**src/rtl/msr_pkg.sv**
```systemverilog
`timescale 1ns/1ps
package msr_pkg;
  // number of modem handshake lines; status byte is twice this wide
  localparam int unsigned MSR_LINES = 4;
  typedef logic [MSR_LINES-1:0] line_vec_t;
  // line order inside a nibble: 3 carrier, 2 ring, 1 set ready, 0 clear to send
  // ring flag fires only on the asserted-to-idle transition of its status bit
  localparam line_vec_t RING_FALL_MASK = 4'b0100;
endpackage

```
**src/rtl/msr_sync.sv**
```systemverilog
`timescale 1ns/1ps
module msr_sync #(
  parameter int unsigned WIDTH  = 4,
  parameter int unsigned STAGES = 2
) (
  input  logic             clk,
  input  logic [WIDTH-1:0] d,
  output logic [WIDTH-1:0] q
);
  logic [WIDTH-1:0] stg [STAGES];

  always_ff @(posedge clk) stg[0] <= d;

  for (genvar s = 1; s < STAGES; s++) begin : g_stage
    always_ff @(posedge clk) stg[s] <= stg[s-1];
  end

  assign q = stg[STAGES-1];
endmodule

```
**src/rtl/msr_src_sel.sv**
```systemverilog
`timescale 1ns/1ps
module msr_src_sel #(
  parameter int unsigned WIDTH = 4
) (
  input  logic             loop_en,
  input  logic [WIDTH-1:0] pin_n,
  input  logic [WIDTH-1:0] loop_bits,
  output logic [WIDTH-1:0] lvl
);
  // pins are active low; control bits are already active high
  always_comb lvl = loop_en ? loop_bits : ~pin_n;
endmodule

```
**src/rtl/msr_delta.sv**
```systemverilog
`timescale 1ns/1ps
module msr_delta #(
  parameter int unsigned       WIDTH     = 4,
  parameter logic [WIDTH-1:0]  FALL_ONLY = '0
) (
  input  logic             clk,
  input  logic             rst,
  input  logic [WIDTH-1:0] lvl_d,
  input  logic             rd_clr,
  output logic [WIDTH-1:0] lvl_q,
  output logic [WIDTH-1:0] flag_q,
  output logic [WIDTH-1:0] flag_d
);
  logic [WIDTH-1:0] hit;

  for (genvar i = 0; i < WIDTH; i++) begin : g_edge
    if (FALL_ONLY[i]) begin : g_fall
      assign hit[i] = lvl_q[i] & ~lvl_d[i];
    end else begin : g_any
      assign hit[i] = lvl_q[i] ^ lvl_d[i];
    end
  end

  // new events win over a simultaneous read-clear
  always_comb flag_d = (rd_clr ? '0 : flag_q) | hit;

  // level register tracks the source even in reset, so release is quiet
  always_ff @(posedge clk) begin
    lvl_q <= lvl_d;
    if (rst) flag_q <= '0;
    else     flag_q <= flag_d;
  end
endmodule

```
**src/rtl/modem_status_reg.sv**
```systemverilog
`timescale 1ns/1ps
module modem_status_reg
  import msr_pkg::*;
#(
  parameter int unsigned SYNC_STAGES = 2
) (
  input  logic       clk,
  input  logic       rst,
  input  logic       dcd_n,
  input  logic       ri_n,
  input  logic       dsr_n,
  input  logic       cts_n,
  input  logic       loop_en,
  input  logic       ctl_out2,
  input  logic       ctl_out1,
  input  logic       ctl_dtr,
  input  logic       ctl_rts,
  input  logic       rd_stb,
  input  logic       irq_en,
  output logic [7:0] rd_data,
  output logic       irq
);
  localparam int unsigned W = MSR_LINES;

  line_vec_t pin_n, pin_sync_n, loop_bits, lvl_d, lvl_q, flag_q, flag_d;
  logic      irq_q;

  assign pin_n     = {dcd_n, ri_n, dsr_n, cts_n};
  assign loop_bits = {ctl_out2, ctl_out1, ctl_dtr, ctl_rts};

  msr_sync #(.WIDTH(W), .STAGES(SYNC_STAGES)) u_sync (
    .clk (clk),
    .d   (pin_n),
    .q   (pin_sync_n)
  );

  msr_src_sel #(.WIDTH(W)) u_sel (
    .loop_en   (loop_en),
    .pin_n     (pin_sync_n),
    .loop_bits (loop_bits),
    .lvl       (lvl_d)
  );

  msr_delta #(.WIDTH(W), .FALL_ONLY(RING_FALL_MASK)) u_delta (
    .clk    (clk),
    .rst    (rst),
    .lvl_d  (lvl_d),
    .rd_clr (rd_stb),
    .lvl_q  (lvl_q),
    .flag_q (flag_q),
    .flag_d (flag_d)
  );

  always_ff @(posedge clk) begin
    if (rst) irq_q <= 1'b0;
    else     irq_q <= irq_en & (|flag_d);
  end

  assign rd_data = {lvl_q, flag_q};
  assign irq     = irq_q;
endmodule

```
**config.mk**
```make
export PLATFORM = sky130hd
export DESIGN_NAME = modem_status_reg
export DESIGN_NICKNAME = d
export VERILOG_FILES = /design/src/rtl/msr_pkg.sv /design/src/rtl/msr_sync.sv /design/src/rtl/msr_src_sel.sv /design/src/rtl/msr_delta.sv /design/src/rtl/modem_status_reg.sv
export SDC_FILE = /design/constraint.sdc
export NUM_CORES = 1
export LEC_CHECK = 0
export ABC_AREA = 1
export BUFFER_PORTS_ARGS = -buffer_cell sky130_fd_sc_hd__clkbuf_2
export CORE_UTILIZATION = 35
export CTS_CLUSTER_DIAMETER = 150
export DETAILED_ROUTE_END_ITERATION = 16
export PLACE_DENSITY = 0.65
export SYNTH_ARGS = -nofsm -noshare
export SYNTH_HDL_FRONTEND = slang
export SYNTH_SLANG_ARGS = --single-unit
export TNS_END_PERCENT = 1
```
**constraint.sdc**
```tcl
create_clock -name clk -period 0.8 [get_ports clk]
set_clock_uncertainty 0.1 [all_clocks]
set_input_delay 0.08 -clock clk [delete_from_list [all_inputs] [get_ports clk]]
set_output_delay 0.08 -clock clk [all_outputs]
set_load 0.01 [all_outputs]
```
==> Yosys cells after proc, flatten, opt, wreduce, memory -nomap -nowiden <==
Memory sizes are Yosys's and may differ from the RTL's.
Cells that the tools add are included.
{ "op_classes": {"bitwise": 8, "n_reduce_logical": 1, "n_mux": 2} }
{ "ops": {"columns": ["op", "count"], "rows": [
  ["4-bit two-way mux", 2],
  ["4-bit inverter", 1],
  ["4-bit bitwise OR", 1],
  ["4-bit OR reduction", 1],
  ["1-bit bitwise XOR", 3],
  ["1-bit AND", 2],
  ["1-bit inverter", 1]
]} }
{ "totals": {"mem_bits_rw": 8, "inputBits": 13, "reg_bits": 9, "wordCells": 15, "output_inout_bits": 9, "memories": 1} }
{ "mem_list": {"columns": ["memory", "depth", "word_bits", "read_ports", "rd_ports_with_merged_regs", "wr", "line_no", "source"], "rows": [
  ["u_sync.stg", 2, 4, 2, 0, 2, "msr_sync.sv:10", "logic [WIDTH-1:0] stg [STAGES];"]
]} }

==> Longest topological paths before layout <==
{ "logic_depth": {"ltp_word": 7, "depth_mapped": 7, "ltp_nobuf": 7} }

==> Cells and area by module <==
From an unflattened synthesis, not the netlist that was laid out.
{ "hier_totals": {"hier_cells": 65, "area_unflattened_um2": 561.8} }
{ "by_module_without_submodules": {"columns": ["mod", "n_inst", "seq_area_each_um2", "cells_each", "area_per_inst_um2"], "rows": [
  ["msr_delta", 1, 160.2, 39, 296.5],
  ["msr_sync", 1, 160.2, 12, 190.2],
  ["modem_status_reg", 1, 20.0, 6, 40.0],
  ["msr_src_sel", 1, 0.0, 8, 35.0]
]} }

==> Worst setup path after synthesis <==
OpenSTA, ideal clock, no wires.
{ "synth_timing": {"kind": "register to register", "from": "reg u_delta.lvl_q[1]", "to": "reg irq_q (netlist: irq)", "setup_ns": 0.118, "synth_period_minus_slack_ns": 0.913, "required_ns": 0.582, "slack_ns": -0.113, "arrival_time_ns": 0.696, "stages_incl_launch_ff": 6, "path_buffers": 0, "cell_sequence": "dfxtp_1 > inv_1 > nand2_2 > nand3_2 > nor2_1 > a21oi_1"} }
{ "synth_via": {"elab_chain_len": 4} }
{ "synth_lines": {"columns": ["element", "line_no", "source"], "rows": [
  ["start, declared", "msr_delta.sv:10", "output logic [WIDTH-1:0] lvl_q,"],
  ["start signal, assigned", "msr_delta.sv:29", "lvl_q <= lvl_d;"],
  ["1-bit bitwise XOR", "msr_delta.sv:20", "assign hit[i] = lvl_q[i] ^ lvl_d[i];"],
  ["4-bit bitwise OR", "msr_delta.sv:25", "always_comb flag_d = (rd_clr ? '0 : flag_q) | hit;"],
  ["4-bit OR reduction", "modem_status_reg.sv:56", "else irq_q <= irq_en & (|flag_d);"],
  ["1-bit AND", "modem_status_reg.sv:56", null],
  ["end signal, assigned", "modem_status_reg.sv:56", null],
  ["end, declared", "modem_status_reg.sv:26", "logic irq_q;"]
]} }
No other way between the ends.
A chain may end at the register's enable or synchronous reset.

==> Worst setup path after layout <==
{ "layout_timing": {"from": "reg u_delta.lvl_q[3]", "to": "out rd_data[7]"} }
{ "layout_rtl": {"columns": ["element", "line_no", "source"], "rows": [
  ["end, declared", "modem_status_reg.sv:20", "output logic [7:0] rd_data,"]
]} }
No word-level cell between the ends.

==> impl_metrics.json <==
{
  "relSlewSlack_pct": 91.4,
  "drt_wl_total_um": 990,
  "die_h_um": 42.6,
  "netlist_instances": 68,
  "clk_pin_slew_ps": 90,
  "grt_max_degree": 10,
  "cts_buffer_depth": 2,
  "cts_buffers": 3,
  "ys_seq_area_share_pct": 58.9,
  "violations": "negative hold slack, negative setup slack",
  "drive_gt1_share_pct": 52.4,
  "drc": 0,
  "dieArea_sq_um": 1820,
  "cts-root-buf": "clkbuf_4",
  "nets": 119,
  "crit_path_frequent_cell": "buf_6",
  "irDropWorstVdd_uv": 1360,
  "gp_congestion": 0.779,
  "die_x_um": 42.6,
  "first_global_vias": 446,
  "path_class": "reg2out",
  "critical_path.max_stage_delay_ps": 340,
  "worst_slack_ps": -212,
  "cap_viol_max_count": 0,
  "antenna_left": 0,
  "worst_pin_slew_ps": 130,
  "gr-total-overflow": 0,
  "synth_seq_cells": 17,
  "path_cells": "buf_6 > buf_6",
  "finalSetupTns_ps": -1790,
  "coreArea_sq_um": 1520,
  "grtUsageMet1_pct": 13.6,
  "n_fill_cell": 129,
  "layout_commonest_cell": "nand2_1",
  "cp_slowest_cell": "dfxtp_2",
  "synth_compound_area_share_pct": 2.38,
  "numPortBuffers": 21,
  "area_delta_synth_final_pct": 60.4,
  "track_usage_pct": 12.3,
  "r2r_slack_ps": -200,
  "firstDrtPassIters": 4,
  "synth_nets": 81,
  "yosys_warnings": 0,
  "rows": 14,
  "holdBufCountCts": 6,
  "cp.depth": 2,
  "total_power_mw": 1.71,
  "diodes": 0,
  "whs_ps": -54.5,
  "yosys.area_share.simple_pct": 29.0,
  "wl_per_cell_um": 8.18,
  "critical_path.startpoint": "u_delta.lvl_q[3]",
  "rsz0062_at_grt": "true",
  "r2r-start": "u_sync.stg[0][7]",
  "grt_busiest_layer": "met2",
  "worstPathMaxFanout": 3,
  "critPathTopFamily": "flip-flops",
  "syn_area_sq_um": 578,
  "cellLeakagePower_nw": 0.503,
  "vias": 511,
  "final_cell_mix": "nand2_1 (16), inv_1 (14), clkbuf_2 (12), dfxtp_2 (12), buf_6 (12)",
  "clk_latency_ps": 280,
  "grt_pass1_wl_um": 1610,
  "viasPerCell": 4.22,
  "drv_slew": 0,
  "worstPathArrival_ps": 830,
  "place_hpwl_um": 757,
  "critPathLaunchType": "flop",
  "powerDensity_nw_per_um2": 1840,
  "endpoint": "rd_data[7]",
  "synth.distinct_cells": 11,
  "synth-xor-area-share_pct": 0,
  "use_met3_pct": 3.88,
  "drtIter0Drc": 3,
  "antenna_found_initial": 0,
  "status": "finished, violations left",
  "cp.buffers_inverters": 2,
  "critPathCaptureType": "output pin",
  "synthAdderAreaFrac_pct": 0,
  "initial_utilization_pct": 37.9,
  "synth_mux_area_share_pct": 0,
  "post-route-period-util_pct": 126,
  "r2r-end": "irq",
  "cts_tree": "done",
  "globalRouteMet2Util_pct": 18.5,
  "syn_area_per_cell_sq_um": 8.50,
  "hold_class": "in2reg",
  "ios": 22,
  "finalCriticalPeriod_ps": 1010,
  "synth_top_family_by_area": "simple AND/OR/NAND/NOR gates",
  "worst_r2r_path_depth": 6,
  "fmax_ghz": 0.989,
  "crit_required_ps": 620,
  "cts_max_level": 1,
  "setup_violations": 14,
  "finalHoldViolations": 4,
  "clkSinkCount": 17
}
state kept, by name (all words and copies together), names as in the netlist:
| register | cells |
|---|---|
| u_delta.lvl_q | 4 |
| irq | 1 |
| u_sync.stg | 8 |
| u_delta.flag_q | 4 |
how the worst min path moves through the flow:
| stage | startpoint | to | slack [ps] | depth (start not counted) |
|---|---|---|---|---|
| floorplan | cts_n | u_sync.stg[0][0] | 8 | 0 |
| global placement | dsr_n | u_sync.stg[0][1] | 80 | 1 |
| detailed placement | dsr_n | u_sync.stg[0][1] | 80 | 1 |
| CTS | ctl_out1 | u_delta.lvl_q[2] | -60 | 3 |
| global route | ctl_out1 | u_delta.lvl_q[2] | -60 | 3 |
| finish | ctl_out1 | u_delta.lvl_q[2] | -50 | 3 |
synth_stat cells:
master	number	area, sq um
nand2_1	18	67.6
dfxtp_1	17	340
inv_1	14	52.6
nand2_2	5	31.3
nand3_1	4	20.0
nand3_2	3	30.0
nor2_1	3	11.3
a21oi_1	1	5.00
inv_2	1	3.75
nand3b_1	1	7.51
o21ai_2	1	8.76
layout make-up:
| cell class | count | area (sq um) | share of cell area (%) |
|---|---|---|---|
| inverters | 15 | 56.3 | 6.07 |
| clock buffers | 4 | 26.3 | 2.83 |
| flip-flops and latches | 17 | 355 | 38.3 |
| multi-input cells | 36 | 191 | 20.6 |
| repair buffers | 33 | 278 | 30.0 |
| well taps | 16 | 20.0 | 2.16 |
report_power, final:
| part | switching, mW | internal [mW] | total, mW | leakage (nW) |
|---|---|---|---|---|
| clock network | 0.245 | 0.193 | 0.438 | 0.0150 |
| registers | 0.0320 | 0.915 | 0.947 | 0.145 |
| logic | 0.136 | 0.189 | 0.324 | 0.343 |
| total | 0.412 | 1.30 | 1.71 | 0.503 |
what timing repair did:
action | CTS | global route
buffers inserted | 1 | 0
pin swaps | 1 | 2
resized for setup | 16 | 15
endpoints found under the hold margin | 12 | 4
setup endpoints to repair | 14 | 15
per-layer routing:
metal	vias up	routed length, um
li1	274	-
met1	220	434
met2	15	504
met3	2	38
met4	0	12
met5	-	0
worst min-delay path: stages:
cell and delay [ps]:
clkbuf_2 80, nand2_1 70, nand2_1 70
cell families (layout without fill, tap and decap cells):
group                  Yosys count  count (layout)
AND/OR/NAND/NOR                 34              34
AO/OA/AOI/OAI                    2               2
buffers and inverters           15              52
flip-flops                      17              17
stage by stage:
step / util, % / std cells / worst slack, ps / cell area (sq um) / hold WS, ps
floorplan: - / 68 / -97.5 / 581 / 7.72
global placement: 48.8 / 110 / -171 / 743 / 82.4
detailed placement: 48.8 / 110 / -191 / 743 / 83.9
CTS: 58.0 / 121 / -225 / 885 / -64.6
global route: 60.8 / 121 / -248 / 927 / -58.5
finish: 60.8 / 121 / -212 / 927 / -54.5
Note: power is estimated with default switching activity, not from simulation.
